[src/rtl/rsnap_pkg.sv]
package rsnap_pkg;

   typedef enum logic [2:0] {
      TGT_NONE,
      TGT_CNT,
      TGT_ARM,
      TGT_STA,
      TGT_STB
   } rsnap_tgt_e;

endpackage

[src/rtl/rsnap_counter.sv]
module rsnap_counter #(
   parameter int unsigned W              = 32,
   parameter bit          CLR_ON_CAPTURE = 1'b1
) (
   input  logic         clk_i,
   input  logic         rst_ni,
   input  logic         inc_i,
   input  logic         capture_i,
   output logic [W-1:0] count_o
);

   logic [W-1:0] cnt_q;
   logic [W-1:0] cnt_d;

   generate
      if (CLR_ON_CAPTURE) begin : g_clr
         always_comb begin
            if (capture_i)  cnt_d = inc_i ? W'(1) : '0;
            else if (inc_i) cnt_d = cnt_q + W'(1);
            else            cnt_d = cnt_q;
         end
      end else begin : g_keep
         always_comb cnt_d = inc_i ? cnt_q + W'(1) : cnt_q;
      end
   endgenerate

   always_ff @(posedge clk_i or negedge rst_ni) begin
      if (!rst_ni) cnt_q <= '0;
      else         cnt_q <= cnt_d;
   end

   assign count_o = cnt_q;

   // capture restarts the count from the event of that cycle
   p_clear_at_capture_r5: assert property (@(posedge clk_i) disable iff (!rst_ni)
      (CLR_ON_CAPTURE && capture_i) |=> (count_o == ($past(inc_i) ? W'(1) : W'(0))));

   // no event, no capture, no change
   p_idle_stable_r3: assert property (@(posedge clk_i) disable iff (!rst_ni)
      (!inc_i && !capture_i) |=> $stable(count_o));

endmodule

[src/rtl/rsnap_buffer.sv]
module rsnap_buffer #(
   parameter int unsigned W = 8
) (
   input  logic         clk_i,
   input  logic         rst_ni,
   input  logic         load_i,
   input  logic [W-1:0] d_i,
   output logic [W-1:0] q_o
);

   logic [W-1:0] snap_q;

   always_ff @(posedge clk_i or negedge rst_ni) begin
      if (!rst_ni)     snap_q <= '0;
      else if (load_i) snap_q <= d_i;
   end

   assign q_o = snap_q;

   // a snapshot only moves on its trigger
   p_hold_without_trigger_r9: assert property (@(posedge clk_i) disable iff (!rst_ni)
      !load_i |=> $stable(q_o));

endmodule

[src/rtl/rsnap_bank.sv]
module rsnap_bank
   import rsnap_pkg::*;
#(
   parameter int unsigned BUS_W            = 8,
   parameter int unsigned CNT_W            = 32,
   parameter int unsigned ADDR_W           = 3,
   parameter int unsigned STA_LO_W         = 4,
   parameter int unsigned STA_HI_W         = 3,
   parameter bit          SNAP_ACTIVE_HIGH = 1'b1,
   parameter bit          CNT_CLR_ON_READ  = 1'b1
) (
   input  logic              clk_i,
   input  logic              rst_ni,
   input  logic              rd_en_i,
   input  logic              wr_en_i,
   input  logic [ADDR_W-1:0] addr_i,
   input  logic [BUS_W-1:0]  wdata_i,
   output logic [BUS_W-1:0]  rdata_o,
   output logic              rd_valid_o,
   input  logic              cnt_en_i,
   output logic              cnt_acc_o,
   input  logic [STA_LO_W-1:0] sta_lo_i,
   input  logic [STA_HI_W-1:0] sta_hi_i,
   output logic              sta_acc_o,
   input  logic [BUS_W-1:0]  stb_i,
   input  logic              snap_i
);

   localparam int unsigned N_SUB    = CNT_W / BUS_W;
   localparam int unsigned SUB_W    = (N_SUB > 1) ? $clog2(N_SUB) : 1;
   localparam int unsigned ARM_ADDR = N_SUB;
   localparam int unsigned STA_ADDR = N_SUB + 1;
   localparam int unsigned STB_ADDR = N_SUB + 2;
   localparam int unsigned STA_USED = STA_LO_W + STA_HI_W;

   generate
      if (CNT_W % BUS_W != 0) begin : g_chk_div
         $error("CNT_W must be a multiple of BUS_W");
      end
      if (N_SUB < 2 || (N_SUB & (N_SUB - 1)) != 0) begin : g_chk_sub
         $error("counter must span a power-of-two number of sub-words, at least two");
      end
      if (STB_ADDR >= (1 << ADDR_W)) begin : g_chk_map
         $error("ADDR_W too small for the register map");
      end
      if (STA_USED > BUS_W) begin : g_chk_sta
         $error("status A fields exceed the bus width");
      end
   endgenerate

   // ---------------- address decode ----------------
   rsnap_tgt_e tgt;
   always_comb begin
      if (int'(addr_i) < N_SUB)          tgt = TGT_CNT;
      else if (int'(addr_i) == ARM_ADDR) tgt = TGT_ARM;
      else if (int'(addr_i) == STA_ADDR) tgt = TGT_STA;
      else if (int'(addr_i) == STB_ADDR) tgt = TGT_STB;
      else                               tgt = TGT_NONE;
   end

   logic [SUB_W-1:0] sub_idx;
   assign sub_idx = addr_i[SUB_W-1:0];

   logic cnt_cap;
   logic sta_cap;
   logic stb_load;
   assign cnt_cap = rd_en_i && (tgt == TGT_CNT) && (sub_idx == '0);
   assign sta_cap = rd_en_i && (tgt == TGT_ARM);

   generate
      if (SNAP_ACTIVE_HIGH) begin : g_snap_hi
         assign stb_load = snap_i;
      end else begin : g_snap_lo
         assign stb_load = !snap_i;
      end
   endgenerate

   assign cnt_acc_o = cnt_cap;
   assign sta_acc_o = sta_cap;

   // ---------------- counter and its snapshot ----------------
   logic [CNT_W-1:0] cnt_live;
   logic [CNT_W-1:0] cnt_snap;

   rsnap_counter #(
      .W              (CNT_W),
      .CLR_ON_CAPTURE (CNT_CLR_ON_READ)
   ) u_cnt (
      .clk_i     (clk_i),
      .rst_ni    (rst_ni),
      .inc_i     (cnt_en_i),
      .capture_i (cnt_cap),
      .count_o   (cnt_live)
   );

   rsnap_buffer #(.W(CNT_W)) u_cnt_snap (
      .clk_i  (clk_i),
      .rst_ni (rst_ni),
      .load_i (cnt_cap),
      .d_i    (cnt_live),
      .q_o    (cnt_snap)
   );

   // sub-word 0 bypasses the snapshot, the rest come from it
   logic [BUS_W-1:0] cnt_word [N_SUB];
   assign cnt_word[0] = cnt_live[BUS_W-1:0];
   for (genvar k = 1; k < N_SUB; k++) begin : g_sub
      assign cnt_word[k] = cnt_snap[k*BUS_W +: BUS_W];
   end

   // ---------------- status A: packed with reversed low field ----------------
   logic [BUS_W-1:0] sta_live;
   logic [BUS_W-1:0] sta_snap;
   for (genvar b = 0; b < STA_LO_W; b++) begin : g_rev
      assign sta_live[b] = sta_lo_i[STA_LO_W-1-b];
   end
   assign sta_live[STA_USED-1:STA_LO_W] = sta_hi_i;
   generate
      if (STA_USED < BUS_W) begin : g_sta_pad
         assign sta_live[BUS_W-1:STA_USED] = '0;
      end
   endgenerate

   rsnap_buffer #(.W(BUS_W)) u_sta_snap (
      .clk_i  (clk_i),
      .rst_ni (rst_ni),
      .load_i (sta_cap),
      .d_i    (sta_live),
      .q_o    (sta_snap)
   );

   // ---------------- status B: external sample ----------------
   logic [BUS_W-1:0] stb_snap;
   rsnap_buffer #(.W(BUS_W)) u_stb_snap (
      .clk_i  (clk_i),
      .rst_ni (rst_ni),
      .load_i (stb_load),
      .d_i    (stb_i),
      .q_o    (stb_snap)
   );

   // ---------------- arm register ----------------
   logic [BUS_W-1:0] arm_q;
   always_ff @(posedge clk_i or negedge rst_ni) begin
      if (!rst_ni)                         arm_q <= '0;
      else if (wr_en_i && tgt == TGT_ARM)  arm_q <= wdata_i;
   end

   // ---------------- readback ----------------
   logic [BUS_W-1:0] rd_mux;
   always_comb begin
      unique case (tgt)
         TGT_CNT: rd_mux = cnt_word[sub_idx];
         TGT_ARM: rd_mux = arm_q;
         TGT_STA: rd_mux = sta_snap;
         TGT_STB: rd_mux = stb_snap;
         default: rd_mux = '0;
      endcase
   end

   always_ff @(posedge clk_i or negedge rst_ni) begin
      if (!rst_ni) begin
         rdata_o    <= '0;
         rd_valid_o <= 1'b0;
      end else begin
         rdata_o    <= rd_en_i ? rd_mux : '0;
         rd_valid_o <= rd_en_i;
      end
   end

   // data is zero outside the return cycle
   p_idle_data_zero_r2: assert property (@(posedge clk_i) disable iff (!rst_ni)
      !rd_valid_o |-> (rdata_o == '0));

   // one read request never raises both access pulses
   p_single_pulse_r6: assert property (@(posedge clk_i) disable iff (!rst_ni)
      $onehot0({cnt_acc_o, sta_acc_o}));

   // the byte-0 read returns the same count the snapshot stored
   p_coherent_low_byte_r4: assert property (@(posedge clk_i) disable iff (!rst_ni)
      cnt_cap |=> (rdata_o == cnt_snap[BUS_W-1:0]));

endmodule

[config.mk]
export PLATFORM = sky130hd
export DESIGN_NAME = rsnap_bank
export DESIGN_NICKNAME = d
export VERILOG_FILES = /design/src/rtl/rsnap_pkg.sv /design/src/rtl/rsnap_counter.sv /design/src/rtl/rsnap_buffer.sv /design/src/rtl/rsnap_bank.sv
export SDC_FILE = /design/constraint.sdc
export NUM_CORES = 1
export LEC_CHECK = 0
export ABC_AREA = 1
export CORE_MARGIN = 2
export CORE_UTILIZATION = 61
export CTS_CLUSTER_DIAMETER = 60
export DETAILED_ROUTE_END_ITERATION = 16
export PLACE_DENSITY = 0.85
export SLEW_MARGIN = 20
export SYNTH_ARGS = -nofsm -noshare
export SYNTH_HDL_FRONTEND = slang
export SYNTH_SLANG_ARGS = --single-unit
[constraint.sdc]
create_clock -name clk_i -period 3.13 [get_ports clk_i]
set_input_delay 0.626 -clock clk_i [delete_from_list [all_inputs] [get_ports clk_i]]
set_output_delay 0.626 -clock clk_i [all_outputs]
set_load 0.05 [all_outputs]
======== Word level (Yosys, flattened, before mapping) ========
Index checks and enable logic that the tools add are counted.
W data, S select, Z words.
storage, ports and cells
  register bits after elaboration ......... 96
  input port bits ......................... 32
  logic and storage cells ................. 36
operators by class
  $add $sub $neg .......................... 1
  order comparisons ....................... 2
  eq/ne operators ......................... 7
  multiplexer cells ....................... 12
  bitwise operators ....................... 1
  reduce and logical (&&, ||, !) cells .... 6
operator list
  kind                     count
  $mux W32                 2
  $add A32 B1 Y32 const B  1
  $pmux W8 S4              1
  $mux W8                  3
  $bmux W8 S2              1
  $eq A3 B3 Y1 const B     4
  $mux W3                  4
  $eq A3 B2 Y1 const B     2
  $logic_and A1 B1 Y1      4
  $eq A3 B1 Y1 const B     1
  $ge A3 B3 Y1 const B     1
  $lt A3 B3 Y1 const B     1
  $not A2 Y3               1
  $logic_not A2 Y1         1
  $reduce_bool A2 Y1       1
  $mux W1                  1

======== Logic depth before layout (Yosys ltp) ========
  depth in word-level cells ............... 9
  depth in mapped cells ................... 9
  depth with buffers taken out ............ 9

======== Modules after synthesis ========
A second synthesis with hierarchy kept.
unflattened totals
  cells, all modules ...................... 676
  area total of the unflattened synthesis .. 5041.1 um^2
modules (own cells, without submodules)
  module                          instances  cells each  area each (um^2)  sequential area each (um^2)
  rsnap_counter                   1          260         1840.5            800.8
  rsnap_bank                      1          212         1297.5            425.4
  rsnap_buffer at u_cnt_snap      1          136         1292.5            800.8
  rsnap_buffer at u_sta_snap ...  2          34          305.3             200.2

======== Worst setup path before layout ========
OpenSTA, ideal clock, no wires.
  path type ............................... input to output
  start ................................... in addr_i[1]
  end ..................................... out sta_acc_o
  arrival time ............................ 1.414 ns
  data required time ...................... 2.504 ns
  slack ................................... 1.090 ns
  stages .................................. 4
  cell sequence ........................... nor2_1 > nand2_2 > nor2_2 > buf_2
on the way
  cells in the longest elaborated chain, start to end .. 7
  elaborated cells on any way between the ends .. 10
  those cells by class .................... order compare: 1; eq/ne: 4; mux: 4; reduce/logical: 1
ends and longest elaborated chain
  element                line              text
  start, declared        rsnap_bank.sv:16  input logic [ADDR_W-1:0] addr_i,
  $eq A3 B3 Y1           rsnap_bank.sv:57  else if (int'(addr_i) == STB_ADDR) tgt = TGT_STB;
  $mux W3                rsnap_bank.sv:57
  $mux W3                rsnap_bank.sv:56  else if (int'(addr_i) == STA_ADDR) tgt = TGT_STA;
  $mux W3                rsnap_bank.sv:55  else if (int'(addr_i) == ARM_ADDR) tgt = TGT_ARM;
  $mux W3 *              rsnap_bank.sv:54  if (int'(addr_i) < N_SUB) tgt = TGT_CNT;
  $eq A3 B2 Y1 *         rsnap_bank.sv:68  assign sta_cap = rd_en_i && (tgt == TGT_ARM);
  $logic_and A1 B1 Y1 *  rsnap_bank.sv:68
  end, declared          rsnap_bank.sv:24  output logic sta_acc_o,
Mark *: on every way between the ends. The rest lies on a longest branch, timed or not.

======== Worst setup path in the final report ========
Ends and elaborated chain as after synthesis.

==> flow_summary.toml <==
[logic_synthesis]
synth_seq_area_share = 0.506
synth_most_common_cell = "nand2_1"
syn_inst = 573
syn_nets = 606
async_reset_ff_frac = 1.00
ys_ff_latch = 88
synth-edff-count = 0
yosysWarnings = 0
synth_top_cells_by_count = "147 x nand2_1, 97 x nor2_1, 88 x dfrtp_1"
synth.distinct_cells = 28
ys_top_cells_by_area = "dfrtp_1 51%, nand2_1 13%, nor2_1 8.4%"
yosys.area.top_type = "dfrtp_1"
syn_area_per_cell_um2 = 7.60
synth_ff_type = "dfrtp_1"
synth_area_um2 = 4360
yosys.area.top_type_share = 0.506

[critical_path]
worst-path-buf-inv = 2
endpoint_kind = "output pin"
path_max_fanout = 11
critPathMaxStageDelay_ps = 580
startpoint_type = "primary input"
crit_chain = "clkdlybuf4s50_1 > nor2_1 > nand2_2 > nor2_2 > buf_12"
arrival_ps = 2060
cpLargestDelayFamily = "buffers and inverters"
cp.required_ps = 2500
path_class = "primary input to output pin"
crit_path_top_delay_cell = "clkdlybuf4s50_1"

[clock_tree]
cts_setup_buffers = 0
root_buffer = "clkbuf_8"
clk_latency_ps = 360
cts_buffers = 9
cts_tree = "yes"
cts_resized = 0
clock-sinks = 88
htree_levels = 3
clk_path_buf_depth = 2
cts.reportedPaths.clkPinSlew_ps = 90
hold_buffers = 0

[die]
die_w_um = 88.5
die_y_um = 88.5
dieArea_um2 = 7830
initial_core_util = 0.634
core-area_um2 = 6870
pin_count = 43
num_rows = 30

[placed_design]
placedCellCount = 700
dp_slack_ps = 500
place_congestion = 0.928
portBuffers = 42
hpwlAfterDp_um = 7710

[timing]
fmax_mhz = 373
slew_viol_final = 0
rsz0062_at_grt = "no"
hold_violations = 0
tns_ps = 0
relSlewSlack = 0.481
setup_ws_ps = 447
skew_ps = 13.4
hold_slack_ps = 306
max_slew.worst_pin.slew_ps = 779
fin_crit_sh = 0.857
setup_viol_count_final = 0
finalCriticalPeriod_ps = 2680

[routing]
drtIter0Drc = 347
route.detailed.drc = 0
wl_um = 10800
wl_per_cell_um = 15.1
drt-pass1-iter-count = 5
drt.antenna.violating_nets = 0
vias = 3994
routed_via_density = 5.58

[power_and_ir_drop]
p_int_mw = 2.04
p_sw_frac = 0.275
power.share.clock = 0.378
p_sw_mw = 0.772
p_leak_nw = 2.47
p_comb_frac = 0.144
power_density_nw_per_um2 = 545
p_seq_frac = 0.479
power.total_mw = 2.81
peakVddDrop_mv = 0.321

[global_routing]
grt_max_degree = 89
grtUsageTotal = 0.301
antenna_found_initial = 0
grt_pass1_wl_um = 18000
grt_pass1_vias = 3715
grt_overflow_total = 0

[finish]
stdcell_count = 716
n_antenna_cell = 0
drive_gt1_frac = 0.0823
areaGrowthSynthToFinish_pct = 18.3
nFillCells = 489
final_nets = 648

[status]
status = "complete, no violations"

[worst_hold_path]
hp-class = "primary input to asynchronous set/reset pin"

[run]
maxCapViolCount = 0
## final timing paths
check | start | to | slack, ps | cells past startpoint
max | addr_i[1] | sta_acc_o | 450 | 5
min | rst_ni | u_sta_snap.q_o[4] | 310 | 1
max reg2reg | u_cnt.count_o[1] | u_cnt.count_o[18] | 1500 | 8
min reg2reg | u_cnt_snap.q_o[28] | u_cnt_snap.q_o[28] | 490 | 2
max in group asynchronous | rst_ni | u_cnt.count_o[9] | 2290 | 1
min in group clk_i | u_cnt_snap.q_o[28] | u_cnt_snap.q_o[28] | 490 | 2
## cells by family (layout without fill, tap and decap cells)
family | after synthesis | after routing | synth area share
simple gates | 299 | 299 | 0.292
compound gates | 107 | 107 | 0.126
flops | 88 | 88 | 0.506
buf+inv | 77 | 124 | 0.0704
fa+ha+maj | 1 | 1 | 0.00287
mux | 1 | 1 | 0.00259
## cells in the final DEF, fill, tap and decap left out
cell and n:
a21oi_1 38, a31oi_1 1, buf_12 2, buf_4 4, buf_6 1, bufinv_16 4
clkbuf_8 10, clkdlybuf4s50_1 39, clkinv_1 1, dfrtp_1 88, ha_1 1, inv_1 54
inv_2 7, inv_6 2, mux2_1 1, nand2_1 147, nand2_2 4, nand2_4 1
nand3_1 22, nand3_2 4, nand3b_1 2, nand4_1 3, nand4_2 1, nor2_1 97
nor2_2 6, nor2_4 5, nor3_1 6, nor4_1 1, o21a_1 1, o21ai_0 47
o21ai_1 12, o22ai_1 8
## per-layer routing
metal	part of all wire	global-route usage
met1	0.44	0.441
met5	0	0
met3	0.077	0.0457
met4	0.024	0.114
met2	0.46	0.459
## cell type report
type / instances / area [um2] / share of cell area
flip-flops and latches: 88 / 2200 / 0.427
clock buffers: 10 / 138 / 0.0267
repair buffers: 46 / 472 / 0.0915
inverters: 62 / 233 / 0.0452
well taps: 96 / 120 / 0.0233
clock inverters: 6 / 138 / 0.0267
multi-input cells: 408 / 1850 / 0.359
## sequential cells by signal (all words and copies together) (netlist names)
signal	cells
arm_q	8
rd_valid_o	1
rdata_o	8
u_cnt.count_o	32
u_cnt_snap.q_o	24
u_sta_snap.q_o	7
u_stb_snap.q_o	8
## power groups by stage
| stage | clock network [mW] | registers [mW] | logic, mW |
|---|---|---|---|
| 4_1_cts | 1.07 | 1.34 | 0.403 |
| 3_5_place_dp | 0 | 1.36 | 0.396 |
| 6_report | 1.06 | 1.35 | 0.404 |
| 5_1_grt | 1.12 | 1.36 | 0.454 |
| 3_3_place_gp | 0 | 1.36 | 0.384 |
| 2_1_floorplan | 0 | 1.37 | 0.213 |
## per-stage QoR
stage | cell area, um2 | util
2_1_floorplan | 4360 | -
3_3_place_gp | 4870 | 0.710
5_1_grt | 5150 | 0.750
4_1_cts | 5150 | 0.750
3_5_place_dp | 4870 | 0.710
6_report | 5150 | 0.750
Power figures use the tool's default switching activity.
